**config.mk**
```make
export PLATFORM = sky130hd
export DESIGN_NAME = adc_conv_seq
export DESIGN_NICKNAME = d
export VERILOG_FILES = /design/src/rtl/adc_conv_seq_pkg.sv /design/src/rtl/adc_conv_seq_timer.sv /design/src/rtl/adc_conv_seq_shifter.sv /design/src/rtl/adc_conv_seq_fmt.sv /design/src/rtl/adc_conv_seq.sv
export SDC_FILE = /design/constraint.sdc
export NUM_CORES = 1
export LEC_CHECK = 0
export ABC_AREA = 1
export ABC_CLOCK_PERIOD_IN_PS = 1600
export BUFFER_PORTS_ARGS = -buffer_cell sky130_fd_sc_hd__buf_2
export CORE_MARGIN = 4
export CORE_UTILIZATION = 40
export CTS_BUF_LIST = sky130_fd_sc_hd__clkbuf_4
export CTS_CLUSTER_SIZE = 12
export DETAILED_ROUTE_END_ITERATION = 10
export SYNTH_ARGS = -nofsm -noshare
export SYNTH_HDL_FRONTEND = slang
export SYNTH_HIERARCHICAL = 1
export SYNTH_SLANG_ARGS = --single-unit
```
**constraint.sdc**
```tcl
create_clock -name clk_i -period 1.6 [get_ports clk_i]
set_input_delay 0 -clock clk_i [delete_from_list [all_inputs] [get_ports clk_i]]
set_output_delay 0 -clock clk_i [all_outputs]
set_load 0.05 [all_outputs]
```
**src/rtl/adc_conv_seq_pkg.sv**
```systemverilog
`timescale 1ns/1ps
package adc_conv_seq_pkg;

  typedef enum logic [1:0] {
    ST_IDLE,
    ST_QUIET,
    ST_CONV,
    ST_READ
  } seq_state_e;

  localparam int unsigned W_SHORT = 14;
  localparam int unsigned W_MID   = 16;
  localparam int unsigned W_LONG  = 18;

  // nanoseconds to clock cycles, rounded up
  function automatic int unsigned ns_to_cyc(input int unsigned ns, input int unsigned period_ps);
    return (ns * 1000 + period_ps - 1) / period_ps;
  endfunction

  function automatic int unsigned max_u(input int unsigned a, input int unsigned b);
    return (a > b) ? a : b;
  endfunction

endpackage

```
**src/rtl/adc_conv_seq_timer.sv**
```systemverilog
`timescale 1ns/1ps
module adc_conv_seq_timer #(
  parameter int unsigned CNT_W = 8
) (
  input  logic             clk_i,
  input  logic             rst_ni,
  input  logic             load_i,
  input  logic [CNT_W-1:0] load_val_i,
  output logic             zero_o
);

  logic [CNT_W-1:0] cnt_q;

  always_ff @(posedge clk_i or negedge rst_ni) begin
    if (!rst_ni) begin
      cnt_q <= '0;
    end else if (load_i) begin
      cnt_q <= load_val_i;
    end else if (cnt_q != '0) begin
      cnt_q <= cnt_q - 1'b1;
    end
  end

  assign zero_o = (cnt_q == '0);

endmodule

```
**src/rtl/adc_conv_seq_shifter.sv**
```systemverilog
`timescale 1ns/1ps
module adc_conv_seq_shifter #(
  parameter int unsigned SCLK_HALF = 2,
  parameter int unsigned MAX_W     = 18,
  localparam int unsigned HC_W     = (SCLK_HALF > 1) ? $clog2(SCLK_HALF) : 1,
  localparam int unsigned BIT_W    = $clog2(MAX_W + 1)
) (
  input  logic             clk_i,
  input  logic             rst_ni,
  input  logic             go_i,
  input  logic [BIT_W-1:0] nbits_i,
  input  logic             miso_i,
  output logic             sclk_o,
  output logic             done_o,
  output logic [MAX_W-1:0] raw_o
);

  localparam logic [HC_W-1:0] HC_RELOAD = HC_W'(SCLK_HALF - 1);

  logic             active_q;
  logic [HC_W-1:0]  hcnt_q;
  logic [BIT_W-1:0] bcnt_q;
  logic             sclk_q;
  logic             done_q;
  logic [MAX_W-1:0] sr_q;

  always_ff @(posedge clk_i or negedge rst_ni) begin
    if (!rst_ni) begin
      active_q <= 1'b0;
      hcnt_q   <= '0;
      bcnt_q   <= '0;
      sclk_q   <= 1'b0;
      done_q   <= 1'b0;
      sr_q     <= '0;
    end else begin
      done_q <= 1'b0;
      if (go_i) begin
        active_q <= 1'b1;
        hcnt_q   <= HC_RELOAD;
        bcnt_q   <= '0;
        sclk_q   <= 1'b0;
        sr_q     <= '0;
      end else if (active_q) begin
        if (hcnt_q == '0) begin
          hcnt_q <= HC_RELOAD;
          if (!sclk_q) begin
            // rising edge: capture
            sclk_q <= 1'b1;
            sr_q   <= {sr_q[MAX_W-2:0], miso_i};
            bcnt_q <= bcnt_q + 1'b1;
          end else begin
            sclk_q <= 1'b0;
            if (bcnt_q == nbits_i) begin
              active_q <= 1'b0;
              done_q   <= 1'b1;
            end
          end
        end else begin
          hcnt_q <= hcnt_q - 1'b1;
        end
      end
    end
  end

  assign sclk_o = sclk_q;
  assign done_o = done_q;
  assign raw_o  = sr_q;

endmodule

```
**src/rtl/adc_conv_seq_fmt.sv**
```systemverilog
`timescale 1ns/1ps
module adc_conv_seq_fmt
  import adc_conv_seq_pkg::*;
#(
  parameter int unsigned OUT_W = 32
) (
  input  logic [W_LONG-1:0] raw_i,
  input  logic [1:0]        wsel_i,
  output logic [OUT_W-1:0]  word_o
);

  always_comb begin
    word_o = '0;
    if (wsel_i[1]) begin
      word_o = {{(OUT_W-W_LONG){raw_i[W_LONG-1]}}, raw_i};
    end else if (wsel_i[0]) begin
      word_o[W_MID-1:0] = raw_i[W_MID-1:0];
    end else begin
      word_o[W_SHORT-1:0] = raw_i[W_SHORT-1:0];
    end
  end

endmodule

```
**src/rtl/adc_conv_seq.sv**
```systemverilog
`timescale 1ns/1ps
module adc_conv_seq
  import adc_conv_seq_pkg::*;
#(
  parameter int unsigned CLK_PERIOD_PS  = 4000,
  parameter int unsigned SCLK_HALF      = 2,
  parameter int unsigned OUT_W          = 32,
  parameter int unsigned QUIET_NS       = 20,
  parameter int unsigned STROBE_NS      = 10,
  parameter int unsigned CONV_NS_NARROW = 420,
  parameter int unsigned TURBO_NS_NARROW = 320,
  parameter int unsigned CONV_NS_WIDE   = 500,
  parameter int unsigned TURBO_NS_WIDE  = 400
) (
  input  logic             clk_i,
  input  logic             rst_ni,
  input  logic             start_i,
  input  logic             tied_mode_i,
  input  logic             turbo_i,
  input  logic [1:0]       width_sel_i,
  input  logic             miso_i,
  output logic             cnv_o,
  output logic             cs_no,
  output logic             sclk_o,
  output logic             busy_o,
  output logic [OUT_W-1:0] data_o,
  output logic             valid_o
);

  localparam int unsigned STROBE_CYC = ns_to_cyc(STROBE_NS, CLK_PERIOD_PS);
  localparam int unsigned QUIET_CYC  = ns_to_cyc(QUIET_NS, CLK_PERIOD_PS);
  localparam int unsigned CN_CYC = max_u(ns_to_cyc(CONV_NS_NARROW, CLK_PERIOD_PS), STROBE_CYC);
  localparam int unsigned TN_CYC = max_u(ns_to_cyc(TURBO_NS_NARROW, CLK_PERIOD_PS), STROBE_CYC);
  localparam int unsigned CW_CYC = max_u(ns_to_cyc(CONV_NS_WIDE, CLK_PERIOD_PS), STROBE_CYC);
  localparam int unsigned TW_CYC = max_u(ns_to_cyc(TURBO_NS_WIDE, CLK_PERIOD_PS), STROBE_CYC);
  localparam int unsigned MAX_CYC = max_u(max_u(CN_CYC, TN_CYC), max_u(max_u(CW_CYC, TW_CYC), QUIET_CYC));
  localparam int unsigned CNT_W   = $clog2(MAX_CYC + 1);
  localparam int unsigned BIT_W   = $clog2(W_LONG + 1);

  localparam logic [CNT_W-1:0] QUIET_LD = CNT_W'(QUIET_CYC - 1);
  localparam logic [CNT_W-1:0] CN_LD    = CNT_W'(CN_CYC - 1);
  localparam logic [CNT_W-1:0] TN_LD    = CNT_W'(TN_CYC - 1);
  localparam logic [CNT_W-1:0] CW_LD    = CNT_W'(CW_CYC - 1);
  localparam logic [CNT_W-1:0] TW_LD    = CNT_W'(TW_CYC - 1);

  seq_state_e       state_q;
  logic [CNT_W-1:0] conv_ld_in, conv_ld_q;
  logic [1:0]       wsel_q;
  logic             cnv_q, cs_nq, valid_q;
  logic [OUT_W-1:0] data_q;

  logic             t_load, t_zero;
  logic [CNT_W-1:0] t_val;
  logic             sh_go, sh_done;
  logic [BIT_W-1:0] nbits;
  logic [W_LONG-1:0] sh_raw;
  logic [OUT_W-1:0] fmt_word;
  logic             take_start;

  always_comb begin
    unique case ({width_sel_i[1], turbo_i})
      2'b00:   conv_ld_in = CN_LD;
      2'b01:   conv_ld_in = TN_LD;
      2'b10:   conv_ld_in = CW_LD;
      default: conv_ld_in = TW_LD;
    endcase
  end

  always_comb begin
    if (wsel_q[1])      nbits = BIT_W'(W_LONG);
    else if (wsel_q[0]) nbits = BIT_W'(W_MID);
    else                nbits = BIT_W'(W_SHORT);
  end

  assign take_start = (state_q == ST_IDLE) && start_i;

  always_comb begin
    t_load = 1'b0;
    t_val  = conv_ld_q;
    if (take_start) begin
      t_load = 1'b1;
      t_val  = tied_mode_i ? QUIET_LD : conv_ld_in;
    end else if ((state_q == ST_QUIET) && t_zero) begin
      t_load = 1'b1;
      t_val  = conv_ld_q;
    end
  end

  assign sh_go = (state_q == ST_CONV) && t_zero;

  always_ff @(posedge clk_i or negedge rst_ni) begin
    if (!rst_ni) begin
      state_q   <= ST_IDLE;
      conv_ld_q <= '0;
      wsel_q    <= '0;
      cnv_q     <= 1'b0;
      cs_nq     <= 1'b1;
      valid_q   <= 1'b0;
      data_q    <= '0;
    end else begin
      valid_q <= 1'b0;
      unique case (state_q)
        ST_IDLE: begin
          if (start_i) begin
            conv_ld_q <= conv_ld_in;
            wsel_q    <= width_sel_i;
            if (tied_mode_i) begin
              cs_nq   <= 1'b0;
              state_q <= ST_QUIET;
            end else begin
              cnv_q   <= 1'b1;
              state_q <= ST_CONV;
            end
          end
        end
        ST_QUIET: begin
          if (t_zero) begin
            cs_nq   <= 1'b1;
            state_q <= ST_CONV;
          end
        end
        ST_CONV: begin
          if (t_zero) begin
            cs_nq   <= 1'b0;
            state_q <= ST_READ;
          end
        end
        ST_READ: begin
          if (sh_done) begin
            cs_nq   <= 1'b1;
            cnv_q   <= 1'b0;
            data_q  <= fmt_word;
            valid_q <= 1'b1;
            state_q <= ST_IDLE;
          end
        end
        default: state_q <= ST_IDLE;
      endcase
    end
  end

  adc_conv_seq_timer #(.CNT_W(CNT_W)) u_timer (
    .clk_i      (clk_i),
    .rst_ni     (rst_ni),
    .load_i     (t_load),
    .load_val_i (t_val),
    .zero_o     (t_zero)
  );

  adc_conv_seq_shifter #(.SCLK_HALF(SCLK_HALF), .MAX_W(W_LONG)) u_shift (
    .clk_i   (clk_i),
    .rst_ni  (rst_ni),
    .go_i    (sh_go),
    .nbits_i (nbits),
    .miso_i  (miso_i),
    .sclk_o  (sclk_o),
    .done_o  (sh_done),
    .raw_o   (sh_raw)
  );

  adc_conv_seq_fmt #(.OUT_W(OUT_W)) u_fmt (
    .raw_i  (sh_raw),
    .wsel_i (wsel_q),
    .word_o (fmt_word)
  );

  assign cnv_o   = cnv_q;
  assign cs_no   = cs_nq;
  assign busy_o  = (state_q != ST_IDLE);
  assign data_o  = data_q;
  assign valid_o = valid_q;

endmodule

```
==> run summary <==
Result of the run -> finished clean
Area of the placeable core -> 9420 um2
Core occupancy in the finished layout -> 48.3%
Most area-consuming cells after synthesis -> dfrtp_1 (49%), nand2_1 (16%), buf_4 (6.1%)
Worst path arrival time -> 1.86 ns
IR Drop Worst-Case VDD -> 1.29 mV
Portion of the clock cycle consumed by the worst path in the final layout -> 97.0%
Final cell count without fillers -> 635
Final Routed Wirelength -> 7420 um
Most common cell after layout, fill and taps aside -> nand2_1
Clock sink count -> 79
Number of global-route vias before repair -> 2,715
Average instance area after synthesis -> 8.64 um2
Via-per-instance ratio -> 4.45
DRC violation total after the first TritonRoute iteration -> 68
Die area -> 11,500 um2
F_max -> 644 MHz
Post-synthesis instance area -> 3950 um2
ANT nets after route -> 0
Async SR Flop Fraction -> 100%
Ys flop type -> dfrtp_1
Worst Path Required -> 1.91 ns
Total of flip-flops plus latches after synthesis -> 79
Met2 demand-to-capacity share in global routing -> 22.0%
Growth of design area from synthesis to finish -> 15.1%
Quantity of I/O buffers inserted on ports -> 44
Clock slew at the register clock pins of the worst setup and hold paths -> 0.13 ns
CTS Buffer Depth -> 2
Unrepaired setup endpoints after global routing -> yes
Classification of the worst-slack hold path -> in2async
Fin nets -> 520
Number of enable flip-flop cells after synthesis -> 0
Number of cell rows -> 35
Final Skew -> 0.0126 ns
Time the final worst path needs with I/O delays and setup -> 1.55 ns
Setup crit end kind -> flop
Post-Syn Instances -> 457
Routed vias -> 2,824
Yosys cell types -> 32
Gr busiest metal -> met2
Fraction of post-synthesis cell area in the top cell type by area -> 49.5%
Total CTS buffers -> 9
Die extent in x -> 107 um
CTS HTree Levels -> 3
Wire length of the first global-routing pass -> 13,000 um
Number of remaining DRC errors -> 0
Initial antenna violation count -> 0
Clock Tree Root -> clkbuf_4
Maximum Capacitance Violations -> 0
I/O Pins -> 45
Cell accounting for the most synthesized area -> dfrtp_1
Maximum number of pins on one net before global-route repair -> 49
Half-perimeter wire length after detailed placement -> 5110 um
Type of the worst setup path -> reg2reg
Type of origin of the critical path -> flop
Most frequent cells in the layout -> nand2_1 (167), dfrtp_1 (78), inv_1 (54), buf_2 (42), buf_4 (19)
Number of iterations in the first detailed-routing pass -> 6
Grt ovf -> 0
Yosys warnings -> 6
Leakage power figure -> 2.50 nW
Global routing met1 resource utilization -> 19.4%
Number of cells after detailed placement -> 607
Initial Utilization -> 41.9%
Clock insertion delay at the later pin of the skew report -> 0.42 ns
TritonCTS clock tree -> yes
Sequential area share after synthesis -> 50.1%
Launch point of the worst reg-to-reg path -> u_timer/cnt_q[0]
Inserted Diodes -> 0
Worst setup path startpoint -> u_timer/cnt_q[0]
Final hold viol count -> 0
Global routing usage on met3 -> 4.14%
Routed wirelength normalized by instance count -> 11.7 um
Number of fillers in the final layout -> 890
Die Y-Extent -> 107 um
Pins over their slew limit -> 0
Layout cells sized above 1 -> 23.9%
Final Setup Violations -> 0
Power per cell area -> 1510 nW/um2
Gr usage total -> 14.1%
Peak fanout along the critical path -> 10
Gp weighted congestion -> 0.794
==> cell families (layout without fill, tap and decap cells) <==
group	count (synthesis)	in the layout	share of synthesized area, %
AO/OA/AOI/OAI	50	50	9.29
XOR/XNOR	4	4	0.888
adder cells (fa/ha/maj)	11	11	3.49
buffers and inverters	103	151	13.4
flip-flops	79	79	50.1
other	1	2	0.0950
AND/OR/NAND/NOR	209	209	22.7
==> path summary, 6_finish.rpt <==
path                       slack, ns           endpoint  cells past startpoint
setup / recovery                0.05   u_shift/raw_o[0]                     10
hold / removal                  0.05         data_o[19]                      2
setup reg to reg                0.05   u_shift/raw_o[0]                     10
hold reg to reg                 0.46       conv_ld_q[6]                      2
max in group asynchronous       0.93  u_shift/raw_o[13]                      3
min in group clk_i              0.31          wsel_q[0]                      4
==> synth_stat cells, types with 3 or more instances <==
| cell | number |
|---|---|
| nor2_1 | 15 |
| nand2_1 | 168 |
| ha_1 | 11 |
| buf_2 | 5 |
| o22ai_1 | 9 |
| nor2_4 | 4 |
| nand2_4 | 4 |
| buf_4 | 32 |
| o22ai_2 | 10 |
| nand3_1 | 10 |
| dfrtp_1 | 78 |
| inv_1 | 60 |
| o21ai_0 | 16 |
| inv_2 | 3 |
| o21ai_1 | 6 |
| o21ai_2 | 4 |
==> registers in the layout, summed over array words and instances, names as in the netlist, 2 cells and up <==
| signal | count |
|---|---|
| conv_ld_q | 6 |
| data_o | 32 |
| state_q | 2 |
| u_shift/bcnt_q | 5 |
| u_shift/raw_o | 18 |
| u_timer/cnt_q | 7 |
| wsel_q | 2 |
==> worst max-delay path, stage by stage, from the launching register on <==
cell and delay, ns:
dfrtp_1 0.41, inv_2 0.08, ha_4 0.14, nand2_4 0.06, nor2_8 0.11, nand2_1 0.06, inv_2 0.08, inv_2 0.06
nand2_2 0.08, bufbuf_16 0.28, o21ai_0 0.07
==> area by class of cell <==
cell class                      instances  area [um2]  share of cell area [%]
Inverter                               64         248                    5.45
Sequential cell                        79        1980                    43.5
Multi-Input combinational cell        276        1480                    32.5
Tap cell                              129         161                    3.55
Timing Repair Buffer                   71         487                    10.7
Clock inverter                          6         116                    2.56
Clock buffer                           10        75.1                    1.65
==> metal layers <==
layer  vias up  routed length [um]
met1      1312                3600
met4         0                  84
met2        44                3400
met3         8                 327
li1       1460                   -
met5         -                   0
==> per-stage QoR <==
| step | setup slack [ns] | area, um2 | hold slack [ns] | setup TNS [ns] | total power (W) |
|---|---|---|---|---|---|
| floorplan | 0.00487 | 3950 | -0.296 | 0 | 0.00458 |
| global placement | 0.0316 | 4180 | -0.0188 | 0 | 0.00506 |
| detailed placement | -0.0356 | 4180 | -0.0183 | -0.420 | 0.00512 |
| CTS | 0.0153 | 4510 | 0.0378 | 0 | 0.00686 |
| global route | -0.0809 | 4540 | 0.0567 | -1.00 | 0.00745 |
| finish | 0.0480 | 4540 | 0.0454 | 0 | 0.00688 |
==> power breakdown <==
group	switching (W)	leakage, nW	internal (W)
registers	0.000258	1.05	0.00237
logic	0.00162	1.34	0.00111
clock network	0.000706	0.101	0.000820
==> what timing repair did <==
action,4_1_cts,5_1_grt
resized for setup,9,11
cloned,1,0
setup buffers,2,3
hold buffers,7,0
hold endpoints to repair,87,0
pin swaps,2,0
endpoints found under the setup margin,25,40
Note: power is estimated with default switching activity, not from simulation.
